`src/rtl/fdma_pkg.sv`:
```
package fdma_pkg;
    typedef enum logic {
        ST_IDLE = 1'b0,
        ST_RUN  = 1'b1
    } fdma_state_t;

    localparam logic [1:0] CTRL_OFF  = 2'b00;
    localparam logic [1:0] CTRL_ONCE = 2'b01;
    localparam logic [1:0] CTRL_LOOP = 2'b11;
endpackage

```
`src/rtl/fdma_regs.sv`:
```
module fdma_regs #(
    parameter int ADDR_W = 24,
    parameter int REG_W  = 8,
    parameter int NPART  = 3,
    parameter int SEL_W  = 4
) (
    input  logic              clk,
    input  logic              rst_n,
    input  logic              wr_en,
    input  logic [SEL_W-1:0]  wr_sel,
    input  logic [REG_W-1:0]  wr_data,
    input  logic              ctrl_clr,
    output logic [1:0]        ctrl,
    output logic [ADDR_W-1:0] hold_start,
    output logic [ADDR_W-1:0] hold_end
);
    always_ff @(posedge clk or negedge rst_n) begin
        if (!rst_n) begin
            ctrl <= fdma_pkg::CTRL_OFF;
        end else if (wr_en && wr_sel == '0) begin
            ctrl <= wr_data[1:0];
        end else if (ctrl_clr) begin
            ctrl <= fdma_pkg::CTRL_OFF;
        end
    end

    // byte lane p = 0 is the most significant byte
    for (genvar p = 0; p < NPART; p++) begin : g_lane
        localparam int MSB = ADDR_W - 1 - p * REG_W;
        always_ff @(posedge clk or negedge rst_n) begin
            if (!rst_n) begin
                hold_start[MSB -: REG_W] <= '0;
                hold_end[MSB -: REG_W]   <= '0;
            end else if (wr_en) begin
                if (wr_sel == SEL_W'(1 + p))
                    hold_start[MSB -: REG_W] <= wr_data;
                if (wr_sel == SEL_W'(1 + NPART + p))
                    hold_end[MSB -: REG_W] <= wr_data;
            end
        end
    end
endmodule

```
`src/rtl/fdma_seq.sv`:
```
module fdma_seq #(
    parameter int ADDR_W = 24,
    parameter int DATA_W = 16
) (
    input  logic                  clk,
    input  logic                  rst_n,
    input  logic [1:0]            ctrl,
    input  logic [ADDR_W-1:0]     hold_start,
    input  logic [ADDR_W-1:0]     hold_end,
    input  logic                  fifo_full,
    input  logic                  mem_ack,
    input  logic [DATA_W-1:0]     mem_rdata,
    output logic                  mem_req,
    output logic                  fifo_push,
    output logic [DATA_W-1:0]     fifo_data,
    output logic                  sound_active,
    output logic                  ctrl_clr,
    output logic [ADDR_W-1:0]     cur_addr,
    output logic [ADDR_W-1:0]     live_end,
    output fdma_pkg::fdma_state_t state
);
    import fdma_pkg::*;

    localparam int STEP = DATA_W / 8;

    fdma_state_t nxt;
    logic        enabled, looping, at_end, load;

    assign enabled = ctrl[0];
    assign looping = (ctrl == CTRL_LOOP);
    assign at_end  = (cur_addr == live_end);

    // next state and transition side effects
    always_comb begin
        nxt      = state;
        load     = 1'b0;
        ctrl_clr = 1'b0;
        unique case (state)
            ST_IDLE: begin
                if (enabled) begin            // START
                    nxt  = ST_RUN;
                    load = 1'b1;
                end
            end
            ST_RUN: begin
                if (!enabled) begin           // HALT
                    nxt = ST_IDLE;
                end else if (at_end) begin
                    if (looping) begin        // WRAP
                        load = 1'b1;
                    end else begin            // FINISH
                        nxt      = ST_IDLE;
                        ctrl_clr = 1'b1;
                    end
                end
            end
            default: nxt = ST_IDLE;
        endcase
    end

    always_ff @(posedge clk or negedge rst_n) begin
        if (!rst_n) state <= ST_IDLE;
        else        state <= nxt;
    end

    // outputs
    always_comb begin
        sound_active = (state == ST_RUN) && enabled && !at_end;
        mem_req      = sound_active && !fifo_full;
        fifo_push    = mem_req && mem_ack;
        fifo_data    = mem_rdata;
    end

    // live frame and address counter
    always_ff @(posedge clk or negedge rst_n) begin
        if (!rst_n) begin
            cur_addr <= '0;
            live_end <= '0;
        end else if (load) begin
            cur_addr <= hold_start;
            live_end <= hold_end;
        end else if (fifo_push) begin
            cur_addr <= cur_addr + ADDR_W'(STEP);
        end
    end
endmodule

```
`src/rtl/fdma_rdmux.sv`:
```
module fdma_rdmux #(
    parameter int ADDR_W = 24,
    parameter int REG_W  = 8,
    parameter int NPART  = 3,
    parameter int SEL_W  = 4
) (
    input  logic [SEL_W-1:0]  rd_sel,
    input  logic [1:0]        ctrl,
    input  logic [ADDR_W-1:0] hold_start,
    input  logic [ADDR_W-1:0] hold_end,
    input  logic [ADDR_W-1:0] cur_addr,
    output logic [REG_W-1:0]  rd_data
);
    always_comb begin
        rd_data = '0;
        if (rd_sel == '0) rd_data = REG_W'(ctrl);
        for (int p = 0; p < NPART; p++) begin
            if (rd_sel == SEL_W'(1 + p))
                rd_data = hold_start[ADDR_W - 1 - p * REG_W -: REG_W];
            if (rd_sel == SEL_W'(1 + NPART + p))
                rd_data = hold_end[ADDR_W - 1 - p * REG_W -: REG_W];
            if (rd_sel == SEL_W'(1 + 2 * NPART + p))
                rd_data = cur_addr[ADDR_W - 1 - p * REG_W -: REG_W];
        end
    end
endmodule

```
`src/rtl/frame_dma.sv`:
```
module frame_dma #(
    parameter int  ADDR_W = 24,
    parameter int  DATA_W = 16,
    parameter int  REG_W  = 8,
    localparam int NPART  = ADDR_W / REG_W,
    localparam int NREG   = 3 * NPART + 1,
    localparam int SEL_W  = $clog2(NREG)
) (
    input  logic              clk,
    input  logic              rst_n,
    input  logic              wr_en,
    input  logic [SEL_W-1:0]  wr_sel,
    input  logic [REG_W-1:0]  wr_data,
    input  logic [SEL_W-1:0]  rd_sel,
    output logic [REG_W-1:0]  rd_data,
    output logic              mem_req,
    output logic [ADDR_W-1:0] mem_addr,
    input  logic              mem_ack,
    input  logic [DATA_W-1:0] mem_rdata,
    output logic              fifo_push,
    output logic [DATA_W-1:0] fifo_data,
    input  logic              fifo_full,
    input  logic              monitor_sense,
    output logic              sound_active,
    output logic              irq_line
);
    logic [1:0]            ctrl_q;
    logic                  ctrl_clr;
    logic [ADDR_W-1:0]     hold_start, hold_end, cur_addr, live_end;
    fdma_pkg::fdma_state_t seq_state;

    fdma_regs #(.ADDR_W(ADDR_W), .REG_W(REG_W), .NPART(NPART), .SEL_W(SEL_W)) u_regs (
        .clk(clk), .rst_n(rst_n), .wr_en(wr_en), .wr_sel(wr_sel), .wr_data(wr_data),
        .ctrl_clr(ctrl_clr), .ctrl(ctrl_q), .hold_start(hold_start), .hold_end(hold_end)
    );

    fdma_seq #(.ADDR_W(ADDR_W), .DATA_W(DATA_W)) u_seq (
        .clk(clk), .rst_n(rst_n), .ctrl(ctrl_q), .hold_start(hold_start),
        .hold_end(hold_end), .fifo_full(fifo_full), .mem_ack(mem_ack),
        .mem_rdata(mem_rdata), .mem_req(mem_req), .fifo_push(fifo_push),
        .fifo_data(fifo_data), .sound_active(sound_active), .ctrl_clr(ctrl_clr),
        .cur_addr(cur_addr), .live_end(live_end), .state(seq_state)
    );

    fdma_rdmux #(.ADDR_W(ADDR_W), .REG_W(REG_W), .NPART(NPART), .SEL_W(SEL_W)) u_rdmux (
        .rd_sel(rd_sel), .ctrl(ctrl_q), .hold_start(hold_start), .hold_end(hold_end),
        .cur_addr(cur_addr), .rd_data(rd_data)
    );

    assign mem_addr = cur_addr;
    assign irq_line = sound_active ^ monitor_sense;
endmodule

```
`config.mk`:
```
export PLATFORM = sky130hd
export DESIGN_NAME = frame_dma
export DESIGN_NICKNAME = d
export VERILOG_FILES = /design/src/rtl/fdma_pkg.sv /design/src/rtl/fdma_regs.sv /design/src/rtl/fdma_seq.sv /design/src/rtl/fdma_rdmux.sv /design/src/rtl/frame_dma.sv
export SDC_FILE = /design/constraint.sdc
export NUM_CORES = 1
export LEC_CHECK = 0
export BUFFER_PORTS_ARGS = -buffer_cell sky130_fd_sc_hd__buf_2
export CAP_MARGIN = 20
export CORE_ASPECT_RATIO = 1.4
export CORE_MARGIN = 4
export CORE_UTILIZATION = 57
export CTS_BUF_LIST = sky130_fd_sc_hd__clkbuf_16
export DETAILED_ROUTE_END_ITERATION = 8
export PLACE_DENSITY = 0.77
export SLEW_MARGIN = 0
export SYNTH_ARGS = -nofsm -noshare
export SYNTH_HDL_FRONTEND = slang
export SYNTH_SLANG_ARGS = --single-unit
```
`constraint.sdc`:
```
create_clock -name clk -period 2.8 [get_ports clk]
set_input_delay 0.56 -clock clk [delete_from_list [all_inputs] [get_ports clk]]
set_output_delay 0.56 -clock clk [all_outputs]
set_load 0.02 [all_outputs]
```
# [After elaboration in Yosys (flattened, before gate mapping)]
# Cells that the tools add are included.
[word_totals] word_cells=73 regBits=99 input_bits=38 out_inout_bits=52
[op_classes] n_bitwise=2 n_addsub=1 reduce_logical=17 n_mux=26 n_eq_ne=17
[ops] operator="8-bit 2-to-1 mux" n=9
[ops] operator="24-bit 2-to-1 mux" n=2
[ops] operator="4-bit by 3-bit == test with 1-bit output (second input constant)" n=7
[ops] operator="24-bit by 2-bit adder with 24-bit output (second input constant)" n=1
[ops] operator="24-bit == test" n=1
[ops] operator="4-bit by 2-bit == test with 1-bit output (second input constant)" n=4
[ops] operator="2-bit AND reduction" n=6
[ops] operator="1-bit 2-to-1 mux" n=10
[ops] operator="4-bit by 1-bit == test with 1-bit output (second input constant)" n=2
[ops] operator="4-bit == test (second input constant)" n=2
[ops] operator="4-bit zero test" n=2
[ops] operator="2-bit 2-to-1 mux" n=3
[ops] operator="1-bit logical AND" n=5
[ops] operator="1-bit one-hot mux with 2 select lines" n=2
[ops] operator="2-bit nonzero test" n=2
[ops] operator="2-bit == test (second input constant)" n=1
[ops] operator="1-bit zero test" n=2
[ops] operator="1-bit NOT" n=1
[ops] operator="1-bit XOR" n=1

# [Depth between registers and ports, before layout]
# Gate-level depths: netlist of the first run.
[depth] ltp_word=11 ltp_mapped=10 depth_no_buf=7

# [By module]
# From an unflattened synthesis of the first run, not the netlist that was laid out.
[hier_totals] hier_cells=598 hier_area_um2=5828.1
[by_module_without_submodules] mod="fdma_seq" cells_each=330 area_each_um2=2896.5 instances=1 seq_area_each_um2=1226.2
[by_module_without_submodules] mod="fdma_regs" cells_each=114 area_each_um2=1958.1 instances=1 seq_area_each_um2=1251.2
[by_module_without_submodules] mod="fdma_rdmux" cells_each=153 area_each_um2=964.7 instances=1 seq_area_each_um2=0.0
[by_module_without_submodules] mod="frame_dma" cells_each=1 area_each_um2=8.8 instances=1 seq_area_each_um2=0.0

# [Least setup slack after synthesis of the first run]
# No wires, ideal clock.
[synth_timing] path_type="input -> output" from="in rd_sel[0]" to="out rd_data[3]" arrival_time_ps=2242 cell_stages=8 path_slack_ps=-2 path_buffers=3 t_required_ps=2240 path_cell_list="clkbuf_1 > clkbuf_1 > buf_1 > nand2_1 > or2_0 > nand3_1 > o21ai_0 > a22oi_1"
[synth_between] elab_chain_len=10 word_cells_on_any_way=18 classes_between="eq/ne (9); mux (9)"
[synth_lines] element="start, declared" line_no="frame_dma.sv:14" source="input logic [SEL_W-1:0] rd_sel,"
[synth_lines] element="4-bit by 1-bit == test with 1-bit output" line_no="fdma_rdmux.sv:18" source="if (rd_sel == SEL_W'(1 + p))"
[synth_lines] element="8-bit 2-to-1 mux" line_no="fdma_rdmux.sv:18"
[synth_lines] element="8-bit 2-to-1 mux" line_no="fdma_rdmux.sv:20" source="if (rd_sel == SEL_W'(1 + NPART + p))"
[synth_lines] element="8-bit 2-to-1 mux" line_no="fdma_rdmux.sv:22" source="if (rd_sel == SEL_W'(1 + 2 * NPART + p))"
[synth_lines] element="8-bit 2-to-1 mux" line_no="fdma_rdmux.sv:18"
[synth_lines] element="8-bit 2-to-1 mux" line_no="fdma_rdmux.sv:20"
[synth_lines] element="8-bit 2-to-1 mux" line_no="fdma_rdmux.sv:22"
[synth_lines] element="8-bit 2-to-1 mux" line_no="fdma_rdmux.sv:18"
[synth_lines] element="8-bit 2-to-1 mux" line_no="fdma_rdmux.sv:20"
[synth_lines] element="8-bit 2-to-1 mux (*)" line_no="fdma_rdmux.sv:22"
[synth_lines] element="end, declared" line_no="frame_dma.sv:15" source="output logic [REG_W-1:0] rd_data,"
# Mark *: on every way between the ends. The rest lies on a longest branch, timed or not.

# [Worst setup path in the final report of the first run]
[layout_timing] from="in rd_sel[2]" to="out rd_data[5]"
# Same word-level chain as after synthesis.

==> metrics.log, run 1 <==
INFO  metric tritoncts = done
INFO  metric run_status = finished, final reports clean
INFO  metric seq_area_frac_synth = 0.4431
INFO  metric timing.slew.headroom = 0.5622
INFO  metric die_footprint = 11480 um^2
INFO  metric synth.ff_latch_count = 99
INFO  metric io_buffers = 57
INFO  metric clk-insertion-delay-late = 350 ps
INFO  metric num-nets-final = 676
INFO  metric clock_power_share = 0.200
INFO  metric share_seq_of_total_power = 0.407
INFO  metric avgViaCountPerCell = 6.243
INFO  metric worst_setup_path_start_kind = input port
INFO  metric synthCells = 580
INFO  metric max_freq = 372.5 MHz
INFO  metric min_period_over_period = 0.9588
INFO  metric timing.final.hold_violations = 0
INFO  metric grt_setup_unrepaired = no
INFO  metric coreArea = 9512 um^2
INFO  metric timing_worst_setup_path_type = in -> out
INFO  metric final_routed_wirelength_across_all_metal_layers = 16600 um
INFO  metric tritoncts.num_buffers = 9
INFO  metric die_h = 125.2 um
INFO  metric pre_cts_ws = 69.82 ps
INFO  metric grt_util_all_layers = 0.2962
INFO  metric power_report.internal_total = 3579 uW
INFO  metric die_width = 91.71 um
INFO  metric clk_pin_slew_worst_paths = 60 ps
INFO  metric leakagePower = 0.002991 uW
INFO  metric clock-skew-final = 7.997 ps
INFO  metric yosys_warnings = 0
INFO  metric drv_slew = 0
INFO  metric grt_max_degree = 50
INFO  metric post_detailed_route_wirelength_per_cell = 21.47 um
INFO  metric cts.path.max_buffers = 2
INFO  metric fraction_of_final_layout_cells_with_drive_strength_greater_than_1 = 0.2793
INFO  metric hold_buffers_post_cts = 0
INFO  metric post-route-util = 0.6776
INFO  metric grt_first_pass_wirelength = 26300 um
INFO  metric setup_viol = 0
INFO  metric synth_area_per_cell = 9.641 um^2
INFO  metric critical_path_cell_by_cell = clkbuf_4 -> and4b_1 -> a221o_1 -> o22ai_1 -> and3_1 -> o22ai_1 -> buf_2
INFO  metric postSynth.asyncResetShare = 1.000
INFO  metric route.antenna.remaining_nets = 0
INFO  metric syn-cell-area = 5592 um^2
INFO  metric syn-num-nets = 619
INFO  metric stage_delay_of_the_slowest_cell_on_the_critical_path = 360 ps
INFO  metric ir_worst_vdd = 0.3791 mV
INFO  metric power_frac_comb = 0.393
INFO  metric fp-row-count = 42
INFO  metric crit_path_frequent_cell = sky130_fd_sc_hd__o22ai_1
INFO  metric drc_errors = 0
INFO  metric power-per-cell-area = 938.5 nW/um^2
INFO  metric switching_share = 0.4082
INFO  metric antenna_found_initial = 0
INFO  metric fin_tns_setup = 0 ps
INFO  metric worstPathArrival = 2120 ps
INFO  metric synth.lib_cells_used.distinct = 64
INFO  metric dp_hpwl = 12430 um
INFO  metric firstDrtPassIters = 6
INFO  metric via_count_of_the_first_global_routing_pass = 4863
INFO  metric critical-path-slowest-cell = sky130_fd_sc_hd__a221o_1
INFO  metric final_critical_path_setup_slack = 115.2 ps
INFO  metric number_of_synthesized_flops_with_an_enable_pin = 0
INFO  metric hold-worst-slack = 240.7 ps
INFO  metric worst_setup_path_end_kind = output pin
INFO  metric worstPathRequired = 2240 ps
INFO  metric hold_path_class = in -> async
INFO  metric cts-htree-levels = 3
INFO  metric cts_root_buf = sky130_fd_sc_hd__clkbuf_16
INFO  metric initial_utilization = 0.5879
INFO  metric diodes = 0
INFO  metric route.vias.total = 4826
INFO  metric gr-total-overflow = 0
INFO  metric worstMarginPinSlew = 656.8 ps
INFO  metric ys.flop_type = sky130_fd_sc_hd__dfrtp_1
INFO  metric finalWorstPathRequiredPeriod = 2685 ps
INFO  metric syn_to_final_growth = 15.26%
INFO  metric clkSinkCount = 99
INFO  metric routabilityCongestion = 0.9694
INFO  metric critical_path_peak_fanout = 31
INFO  metric drt_iter0_markers = 449
INFO  metric switchingPower = 2469 uW
INFO  metric max_cap_viol_count = 0
INFO  metric design.portCount = 90
critical path, delay by kind of cell:
family,cells,cell delay (ps)
compound gates,3,640
buf+inv,2,420
simple gates,2,500
metal layers:
layer / part of all wire / vias up / global-route usage
met3: 0.078 / 60 / 0.04507
met1: 0.39 / 2342 / 0.3812
met4: 0.047 / 0 / 0.1505
met5: 0 / - / 0
met2: 0.48 / 271 / 0.4843
li1: - / 2153 / -
layout make-up:
cell class | instances | area [um^2]
clock inverters | 6 | 58.81
clock buffers | 9 | 225.2
multi-input cells | 419 | 2855
fillers | 764 | 3067
repair buffers | 94 | 608.1
flip-flops and latches | 99 | 2477
well taps | 132 | 165.2
inverters | 14 | 55.05
registers in the layout, summed over array words and instances, names as in the netlist:
register,count
u_seq.live_end,24
u_regs.hold_start,24
u_regs.hold_end,24
u_seq.cur_addr,24
u_regs.ctrl,2
u_seq.state,1
final timing paths:
path	start	to	slack [ps]	depth (start not counted)
worst max-delay path	rd_sel[2]	rd_data[5]	120	7
worst min-delay path	rst_n	u_seq.live_end[17]	240	1
worst max register to register	u_seq.cur_addr[4]	u_seq.cur_addr[14]	400	6
worst min register to register	u_seq.live_end[1]	u_seq.live_end[1]	490	2
max in group asynchronous	rst_n	u_regs.hold_start[6]	1870	2
min in group clk	u_seq.live_end[1]	u_seq.live_end[1]	490	2
cells in the mapped netlist, drive strengths merged (2+ instances only):
| master | count | area [um^2] |
|---|---|---|
| nor2 | 22 | 82.58 |
| mux2i | 7 | 70.07 |
| nor2b | 3 | 18.77 |
| and3 | 9 | 56.30 |
| a21oi | 19 | 95.09 |
| xor2 | 25 | 219.0 |
| o221ai | 2 | 17.52 |
| a31oi | 4 | 25.02 |
| mux2 | 54 | 608.1 |
| and4 | 2 | 17.52 |
| nand4 | 5 | 31.28 |
| a2111oi | 2 | 25.02 |
| nand3 | 19 | 95.09 |
| a22oi | 5 | 37.54 |
| xnor2 | 5 | 43.79 |
| o32ai | 4 | 35.03 |
| buf | 32 | 197.7 |
| a21o | 6 | 45.04 |
| nand2 | 117 | 439.2 |
| nor4 | 8 | 56.30 |
| o21ai | 18 | 90.08 |
| a32oi | 3 | 26.28 |
| and2 | 10 | 62.56 |
| nand2b | 2 | 12.51 |
| clkbuf | 16 | 60.06 |
| or2 | 3 | 18.78 |
| nand3b | 17 | 127.6 |
| dfrtp | 99 | 2477 |
| o22ai | 5 | 31.28 |
| a221o | 5 | 50.05 |
| o211ai | 3 | 22.52 |
| inv | 14 | 52.55 |
| nor3b | 3 | 22.52 |
| nand4bb | 4 | 45.04 |
| nor3 | 4 | 20.02 |
| a211oi | 2 | 15.01 |
| a2bb2oi | 3 | 26.28 |
logic make-up (layout without fill, tap and decap cells):
kind of cell,after synthesis,count (layout),share of synthesized area
simple gates,234,234,0.2077
compound gates,92,92,0.1193
fa+ha+maj,1,1,0.002237
mux,62,62,0.1253
xor+xnor,30,30,0.04699
buf+inv,62,123,0.05549
flops,99,99,0.4431
layout by cell type (no fill, tap or decap), drive strengths merged, types with 5 or more instances in the layout:
cell type / synthesis / layout
xnor2: 5 / 5
o21ai: 18 / 18
a221o: 5 / 5
clkbuf: 16 / 11
nand3: 19 / 19
nor2: 22 / 22
nand3b: 17 / 17
xor2: 25 / 25
nand4: 5 / 5
nand2: 117 / 117
dfrtp: 99 / 99
mux2: 54 / 54
o22ai: 5 / 5
a21oi: 19 / 19
nor4: 8 / 8
inv: 14 / 15
a21o: 6 / 6
a22oi: 5 / 5
mux2i: 7 / 7
and2: 10 / 10
buf: 32 / 92
and3: 9 / 9
metrics by stage:
step / total power [uW] / area (um^2) / std cells
after floorplan: 3755 / 5602 / 580
after global placement: 4657 / 6112 / 758
after detailed placement: 4744 / 6112 / 758
after CTS: 5999 / 6411 / 773
after global routing: 6356 / 6445 / 773
final: 6048 / 6445 / 773
power groups by stage:
stage | combinational [uW] | clock (uW) | sequential [uW]
after floorplan | 1190 | 0 | 2560
after CTS | 2330 | 1220 | 2440
final | 2370 | 1210 | 2460
after global placement | 2210 | 0 | 2450
after detailed placement | 2270 | 0 | 2470
after global routing | 2560 | 1280 | 2510
timing repair:
item | in CTS | in global routing
buffers inserted | 0 | 0
gates cloned | 0 | 0
setup endpoints to repair | 3 | 11
pin swaps | 0 | 2
resized for setup | 2 | 11
No activity file was read; power rests on OpenSTA's default activity.
==> run 2: changes to the inputs <==
- CORE_UTILIZATION: 57 -> 58
- PLACE_DENSITY: 0.77 -> 0.78
- SYNTH_HIERARCHICAL: default -> 1
==> run 2 against run 1 <==
  * Via count up 3.6%
  * Global-route usage down 0.50 points
  * Flip-flop and latch count unchanged
  * Sequential share of layout area down 0.49 points
  * Power up 2.9%
  * Sequential power up 9.8%
  * Final area up 1.7%
  * Count of clock-buffer cells in the layout unchanged
  * Worst hold slack worse by 69 ps
  * Maximum frequency up 0.13%
  * Critical path type unchanged
  * Largest cell class unchanged
  * Largest power group unchanged
  * Highest routed layer unchanged
==> metrics.log, run 2 <==
INFO  metric fill_cells = 807 (+5.6%)
INFO  metric stage_delay_of_the_slowest_cell_on_the_critical_path = 590 ps (+230 ps)
INFO  metric seq_area_frac_synth = 0.4251 (-0.01798)
INFO  metric grt_setup_unrepaired = yes
INFO  metric gr-total-overflow = 0 (unchanged)
INFO  metric firstDrtPassIters = 5 (-1)
INFO  metric synth_area_per_cell = 9.746 um^2 (+1.1%)
INFO  metric crit_path_frequent_cell = sky130_fd_sc_hd__buf_2
INFO  metric design.portCount = 90 (unchanged)
INFO  metric reg2reg_to = u_seq/cur_addr[1]
INFO  metric syn-cell-area = 5828 um^2 (+4.2%)
INFO  metric max_freq = 373.0 MHz (+0.13%)
INFO  metric avgViaCountPerCell = 6.376 (+2.1%)
INFO  metric max_cap_viol_count = 0 (unchanged)
INFO  metric drc_errors = 0 (unchanged)
INFO  metric route.vias.total = 4999 (+3.6%)
INFO  metric rrSetupSlack = 440 ps (+40 ps)
INFO  metric worst_setup_path_start_kind = input port
INFO  metric worst-r2r-cell-count = 7 (+1)
INFO  metric hold_path_class = in -> async
INFO  metric num-nets-final = 683 (+1.0%)
INFO  metric routabilityCongestion = 1.019 (+5.1%)
INFO  metric clkSinkCount = 99 (unchanged)
INFO  metric critical-path-slowest-cell = sky130_fd_sc_hd__nor3_1
INFO  metric worstMarginPinSlew = 751.7 ps (+94.99 ps)
INFO  metric synthCells = 598 (+3.1%)
INFO  metric die_width = 92.72 um (+1.1%)
INFO  metric yosysTopAreaCell = sky130_fd_sc_hd__dfrtp_1
INFO  metric layout.cells.most_common_list = sky130_fd_sc_hd__nand2_1, sky130_fd_sc_hd__dfrtp_1, sky130_fd_sc_hd__buf_2
INFO  metric synth.lib_cells_used.distinct = 65 (+1.6%)
INFO  metric critical_path_cell_by_cell = buf_2 -> nand2b_1 -> nor3_1 -> o41ai_1 -> a21oi_1 -> buf_2
INFO  metric die_footprint = 11740 um^2 (+2.2%)
INFO  metric min_period_over_period = 0.9575 (-0.001290)
INFO  metric timing.slew.headroom = 0.4950 (-0.06718)
INFO  metric cts.path.max_buffers = 2 (unchanged)
INFO  metric tritoncts.num_buffers = 9 (unchanged)
INFO  metric coreArea = 9846 um^2 (+3.5%)
INFO  metric setup_viol = 0 (unchanged)
INFO  metric synth_top_area_share = 0.4251 (-0.01798)
INFO  metric cts_root_buf = sky130_fd_sc_hd__clkbuf_16
INFO  metric cell_types_with_the_highest_counts_after_synthesis = sky130_fd_sc_hd__nand2_1, sky130_fd_sc_hd__dfrtp_1, sky130_fd_sc_hd__mux2_2, sky130_fd_sc_hd__nor2_1, sky130_fd_sc_hd__xnor2_1
INFO  metric timing.final.hold_violations = 0 (unchanged)
INFO  metric initial_utilization = 0.5919 (+0.004071)
INFO  metric critPathBufInv = 2 (unchanged)
INFO  metric die_h = 126.6 um (+1.1%)
INFO  metric ir_worst_vdd = 0.4296 mV (+13%)
INFO  metric syn-num-nets = 637 (+2.9%)
INFO  metric switchingPower = 2547 uW (+3.2%)
INFO  metric worstPathArrival = 2120 ps (about the same)
INFO  metric timing_worst_setup_path_type = in -> out
INFO  metric dp_hpwl = 12140 um (-2.3%)
INFO  metric tritoncts = done
INFO  metric number_of_synthesized_flops_with_an_enable_pin = 0 (unchanged)
INFO  metric switching_share = 0.4092 (+0.0009392)
INFO  metric fraction_of_final_layout_cells_with_drive_strength_greater_than_1 = 0.3066 (+0.02737)
INFO  metric power-per-cell-area = 949.9 nW/um^2 (+1.2%)
INFO  metric timing_endpoint_of_the_critical_path = rd_data[7]
INFO  metric path_delay_family = simple AND/OR/NAND/NOR gates
INFO  metric route.antenna.remaining_nets = 0 (unchanged)
INFO  metric grt_util_all_layers = 0.2911 (-0.005021)
INFO  metric cts-htree-levels = 3 (unchanged)
INFO  metric post-route-util = 0.6657 (-0.01194)
INFO  metric power_report.internal_total = 3678 uW (+2.8%)
INFO  metric syn_to_final_growth = 12.45%
INFO  metric diodes = 0 (unchanged)
INFO  metric leakagePower = 0.002834 uW (-5.3%)
INFO  metric ys_top_cells_by_area = sky130_fd_sc_hd__dfrtp_1, sky130_fd_sc_hd__mux2_2, sky130_fd_sc_hd__nand2_1, sky130_fd_sc_hd__xnor2_1, sky130_fd_sc_hd__buf_4
INFO  metric critical_path_peak_fanout = 14 (-55%)
INFO  metric antenna_found_initial = 0 (unchanged)
INFO  metric finalWorstPathRequiredPeriod = 2681 ps (-3.612 ps)
INFO  metric most_common_cell_after_layout_fill_and_taps_aside = sky130_fd_sc_hd__nand2_1
INFO  metric ys.flop_type = sky130_fd_sc_hd__dfrtp_1
INFO  metric total_number_of_cells_along_the_worst_setup_path = 6 (-1)
INFO  metric yosys_warnings = 6 (+6)
INFO  metric drv_slew = 0 (unchanged)
INFO  metric share_seq_of_total_power = 0.433 (+0.026)
INFO  metric post_detailed_route_wirelength_per_cell = 21.20 um (-1.3%)
INFO  metric run_status = finished, final reports clean
INFO  metric critical_path.reg2reg.startpoint = u_seq/cur_addr[19]
INFO  metric worst_setup_path_end_kind = output pin
INFO  metric fp-row-count = 43 (+2.4%)
INFO  metric grt_max_degree = 51 (+2.0%)
INFO  metric via_count_of_the_first_global_routing_pass = 4739 (-2.5%)
INFO  metric synth_most_common_cell = sky130_fd_sc_hd__nand2_1
INFO  metric drt_iter0_markers = 534 (+19%)
INFO  metric postSynth.asyncResetShare = 1.000 (unchanged)
INFO  metric clk_pin_slew_worst_paths = 70 ps (about the same)
INFO  metric io_buffers = 57 (unchanged)
INFO  metric clk-insertion-delay-late = 350 ps (about the same)
INFO  metric worstPathRequired = 2240 ps (about the same)
INFO  metric clock-skew-final = 7.180 ps (-0.8177 ps)
INFO  metric grt_first_pass_wirelength = 26100 um (-0.79%)
INFO  metric crit_start = rd_sel[2]
INFO  metric final_routed_wirelength_across_all_metal_layers = 16620 um (+0.13%)
INFO  metric synth.ff_latch_count = 99 (unchanged)
INFO  metric hold-worst-slack = 171.4 ps (-69.27 ps)
INFO  metric clock_power_share = 0.203 (+0.003)
INFO  metric power_frac_comb = 0.364 (-0.029)
INFO  metric hold_buffers_post_cts = 0 (unchanged)
-- run 2: cell count changes in the layout (fill, tap and decap cells not counted), sizes merged, moves of 7 or more --
cell / previous run / this run
a21oi: 19 / 31
a221oi: 0 / 7
a31oi: 4 / 11
buf: 92 / 84
inv: 15 / 5
nand2: 117 / 101
nand3b: 17 / 7
nand4: 5 / 14
nor2: 22 / 43
o41ai: 0 / 7
or3b: 0 / 8
xnor2: 5 / 35
xor2: 25 / 1
-- run 2: layout make-up --
| type | instances | area, um^2 | area share |
|---|---|---|---|
| Clock inverter | 7 | 77.57 | 0.01184 |
| Multi-Input combinational cell | 445 | 3054 | 0.4660 |
| Tap cell | 135 | 168.9 | 0.02577 |
| Timing Repair Buffer | 85 | 525.5 | 0.08018 |
| Inverter | 4 | 15.01 | 0.002291 |
| Clock buffer | 9 | 225.2 | 0.03436 |
| Sequential cell | 99 | 2487 | 0.3795 |
-- run 2: worst min-delay path by stage --
stage,slack [ps],cells past startpoint,end,startpoint
after floorplan,260,0,u_regs/ctrl[0],rst_n
after global placement,480,2,u_seq/live_end[21],u_seq/live_end[21]
after detailed placement,490,2,u_seq/live_end[22],u_seq/live_end[22]
after CTS,180,1,u_seq/live_end[4],rst_n
after global routing,190,1,u_regs/hold_end[4],rst_n
final,170,1,u_seq/live_end[4],rst_n
-- run 2: worst reg2reg max path, cell delays in order, from the launching register on --
cell and delay, ps:
sky130_fd_sc_hd__dfrtp_2 490, sky130_fd_sc_hd__xnor2_2 180, sky130_fd_sc_hd__nand4_1 160, sky130_fd_sc_hd__nor4_4 350
sky130_fd_sc_hd__buf_4 280, sky130_fd_sc_hd__a41oi_4 190, sky130_fd_sc_hd__buf_4 320, sky130_fd_sc_hd__a221oi_2 300
-- run 2: logic make-up after synthesis --
| logic type | after synthesis | share of synthesized area |
|---|---|---|
| and+or+nand+nor | 246 | 0.2250 |
| buffers and inverters | 54 | 0.06033 |
| xor gates and xnor gates | 36 | 0.05410 |
| muxes | 52 | 0.1000 |
| adders and majority gates | 1 | 0.002147 |
| AOI/OAI and AO/OA | 110 | 0.1333 |
| DFF | 99 | 0.4251 |
-- run 2: routing by layer --
layer | vias up | part of all wire | GRT usage
met1 | 2449 | 0.39 | 0.3962
met5 | - | 0 | 0
met3 | 39 | 0.093 | 0.05219
met4 | 0 | 0.038 | 0.1242
met2 | 302 | 0.47 | 0.4598
li1 | 2209 | - | -
-- run 2: power groups by stage --
stage | registers (uW) | logic, uW | clock network, uW
6_report | 2700 | 2260 | 1260
5_1_grt | 2760 | 2440 | 1330
4_1_cts | 2650 | 2190 | 1280
3_5_place_dp | 2670 | 2160 | 0
3_3_place_gp | 2650 | 2100 | 0
2_1_floorplan | 2680 | 1290 | 0
-- run 2: what timing repair did --
item / CTS / global route
resized for setup: 1 / 14
setup endpoints to repair: 1 / 3
pin swaps: 0 / 2
buffers inserted: 0 / 2
-- run 2: per-stage QoR --
stage          total power, uW  setup slack [ps]  setup TNS (ps)  cells  instance area (um^2)
2_1_floorplan             3971             55.05               0    598                  5828
3_3_place_gp              4755             189.8               0    766                  6180
3_5_place_dp              4829             128.0               0    766                  6180
4_1_cts                   6113             47.11               0    782                  6490
5_1_grt                   6528            -17.60          -17.60    784                  6554
6_report                  6225             118.9               0    784                  6554
==> run 3: changes to the inputs <==
- CORE_UTILIZATION: 58 -> 50
- PLACE_DENSITY: 0.78 -> 0.69
- SYNTH_HIERARCHICAL: 1 -> default
==> run 3 against run 2 <==
  * Via count shrank 6.4%
  * Die area grew 10%
  * Utilization is 7.1 points lower
  * Register-to-register slack got worse by 70 ps
  * Critical path depth grew 2
  * Combinational power rose by 4%
  * Wire length fell by 0.46%
  * Global-route usage is 3.1 points lower
  * Largest cell class unchanged
==> metrics.log, run 3 (same netlist as run 1, synthesis figures left out) <==
INFO  metric clk-insertion-delay-late = 340 ps (about the same)
INFO  metric grt_max_degree = 100 (+96%)
INFO  metric total_power = 6105 uW (-1.9%)
INFO  metric worstPathRequired = 2240 ps (about the same)
INFO  metric worst_setup_path_end_kind = output pin
INFO  metric timing.slew.headroom = 0.6525 (+0.1575)
INFO  metric fraction_of_final_layout_cells_with_drive_strength_greater_than_1 = 0.2819 (-0.02469)
INFO  metric die_width = 97.38 um (+5.0%)
INFO  metric area.sequential = 2480 um^2 (-0.30%)
INFO  metric fin_tns_setup = 0 ps (unchanged)
INFO  metric avgViaCountPerCell = 5.974 (-6.3%)
INFO  metric leakagePower = 0.002996 uW (+5.7%)
INFO  metric max_cap_viol_count = 0 (unchanged)
INFO  metric rrSetupSlack = 370 ps (-70 ps)
INFO  metric critical_path_peak_fanout = 14 (unchanged)
INFO  metric finalWorstPathRequiredPeriod = 2723 ps (+41.99 ps)
INFO  metric post_detailed_route_wirelength_per_cell = 21.13 um (-0.33%)
INFO  metric most_common_cell_after_layout_fill_and_taps_aside = sky130_fd_sc_hd__nand2_1
INFO  metric io_buffers = 57 (unchanged)
INFO  metric fill_cells = 933 (+16%)
INFO  metric hold_path_class = in -> async
INFO  metric critical_path.reg2reg.startpoint = u_seq.cur_addr[0]
INFO  metric drc_errors = 0 (unchanged)
INFO  metric multi_input_gate_area = 2860 um^2 (-6.3%)
INFO  metric tritoncts.num_buffers = 9 (unchanged)
INFO  metric worst-r2r-cell-count = 8 (+1)
INFO  metric cts-htree-levels = 3 (unchanged)
INFO  metric clkSinkCount = 99 (unchanged)
INFO  metric diodes = 0 (unchanged)
INFO  metric final_routed_wirelength_across_all_metal_layers = 16540 um (-0.46%)
INFO  metric coreArea = 10870 um^2 (+10%)
INFO  metric grt_first_pass_wirelength = 26050 um (-0.18%)
INFO  metric gr-total-overflow = 0 (unchanged)
INFO  metric drt_iter0_markers = 418 (-22%)
INFO  metric dp_hpwl = 12680 um (+4.4%)
INFO  metric antenna_found_initial = 0 (unchanged)
INFO  metric worst_setup_path_start_kind = input port
INFO  metric worstMarginPinSlew = 521.2 ps (-230.5 ps)
INFO  metric timing_worst_setup_path_type = in -> out
INFO  metric run_status = finished, final reports clean
INFO  metric num-nets-final = 676 (-1.0%)
INFO  metric timing.final.hold_violations = 0 (unchanged)
INFO  metric route.vias.total = 4678 (-6.4%)
INFO  metric worstPathArrival = 2160 ps (+40 ps)
INFO  metric max_freq = 367.2 MHz (-1.5%)
INFO  metric power-per-cell-area = 944.9 nW/um^2 (-0.53%)
INFO  metric die_footprint = 12960 um^2 (+10%)
INFO  metric drv_slew = 0 (unchanged)
INFO  metric clock-skew-final = 5.959 ps (-1.220 ps)
INFO  metric ir_worst_vdd = 0.3863 mV (-10%)
INFO  metric initial_utilization = 0.5146 (-0.07738)
INFO  metric die_h = 133.1 um (+5.1%)
INFO  metric setup_viol = 0 (unchanged)
INFO  metric via_count_of_the_first_global_routing_pass = 4580 (-3.4%)
INFO  metric clk_pin_slew_worst_paths = 60 ps (about the same)
INFO  metric design.portCount = 90 (unchanged)
INFO  metric cts_root_buf = sky130_fd_sc_hd__clkbuf_16
INFO  metric min_period_over_period = 0.9725 (+0.01500)
INFO  metric tritoncts = done
INFO  metric firstDrtPassIters = 4 (-1)
INFO  metric route.antenna.remaining_nets = 0 (unchanged)
INFO  metric routabilityCongestion = 0.8948 (-12%)
INFO  metric layout.cells.most_common_list = sky130_fd_sc_hd__nand2_1, sky130_fd_sc_hd__dfrtp_1, sky130_fd_sc_hd__mux2_2, sky130_fd_sc_hd__buf_2, sky130_fd_sc_hd__buf_4
INFO  metric reg2reg_to = u_seq.cur_addr[1]
INFO  metric cts.path.max_buffers = 2 (unchanged)
INFO  metric fp-row-count = 45 (+4.7%)
INFO  metric syn_to_final_growth = 15.55%
INFO  metric grt_setup_unrepaired = no
INFO  metric grt_util_all_layers = 0.2603 (-0.03083)
run 3: cell count changes in the layout (fill, tap and decap cells not counted), moves of 8 or more:
cell                       previous run  this run
sky130_fd_sc_hd__a21oi_1             31        19
sky130_fd_sc_hd__buf_4               27        37
sky130_fd_sc_hd__inv_1                3        14
sky130_fd_sc_hd__nand2_1            101       117
sky130_fd_sc_hd__nand3b_1             4        17
sky130_fd_sc_hd__nor2_1              43        21
sky130_fd_sc_hd__o22ai_2              8         0
sky130_fd_sc_hd__xnor2_1             30         5
sky130_fd_sc_hd__xor2_1               1        25
run 3: critical path, stage by stage:
cell                      delay, ps
sky130_fd_sc_hd__buf_2          260
sky130_fd_sc_hd__and4b_1        290
sky130_fd_sc_hd__and2_1         180
sky130_fd_sc_hd__o32ai_1        400
sky130_fd_sc_hd__nand3_1        110
sky130_fd_sc_hd__o21ai_0        100
sky130_fd_sc_hd__a21oi_1         90
sky130_fd_sc_hd__buf_2          160
run 3: worst max-delay path by stage:
stage	from	to	slack [ps]	cells past startpoint
detailed placement	rd_sel[2]	rd_data[4]	70	7
floorplan	rd_sel[0]	rd_data[7]	20	8
global route	rd_sel[0]	rd_data[7]	9	9
finish	rd_sel[3]	rd_data[7]	80	8
global placement	rd_sel[0]	rd_data[7]	110	9
CTS	u_seq.cur_addr[23]	irq_line	5	6
run 3: layout make-up:
cell class	instances	share of cell area
clock inverters	7	0.01297
multi-input cells	419	0.4427
well taps	141	0.02730
clock buffers	9	0.03486
flip-flops and latches	99	0.3838
inverters	14	0.008133
repair buffers	94	0.09024
run 3: timing repair:
| item | CTS | global route |
|---|---|---|
| gates resized for setup | 4 | 12 |
| pin swaps | 1 | 3 |
| hold buffers | 0 | 0 |
| endpoints found under the hold margin | 0 | 0 |
| buffers inserted | 0 | 1 |
| setup endpoints to repair | 4 | 8 |
run 3: per-layer routing:
metal  share of wire  track usage
met5               0            0
met2            0.49       0.4153
met3           0.056      0.04976
met1            0.43       0.3510
met4           0.028       0.1032
run 3: power by group:
part | switching, uW | total [uW] | internal [uW] | leakage (uW)
Clock | 516 | 1290 | 772 | 0.000152
Sequential | 537 | 2480 | 1940 | 0.00123
Combinational | 1390 | 2340 | 952 | 0.00162
Total | 2440 | 6110 | 3670 | 0.00300
run 3: through the flow:
stage	worst slack, ps	instance area [um^2]	cells	util	hold slack, ps
final	76.87	6461	783	0.5946	273.7
after global routing	9.014	6461	783	0.5946	317.6
after CTS	5.267	6417	782	0.5906	289.1
after detailed placement	65.55	6091	766	0.5605	476.9
after global placement	111.6	6091	766	0.5605	468.8
after floorplan	16.13	5602	580	-	264.4
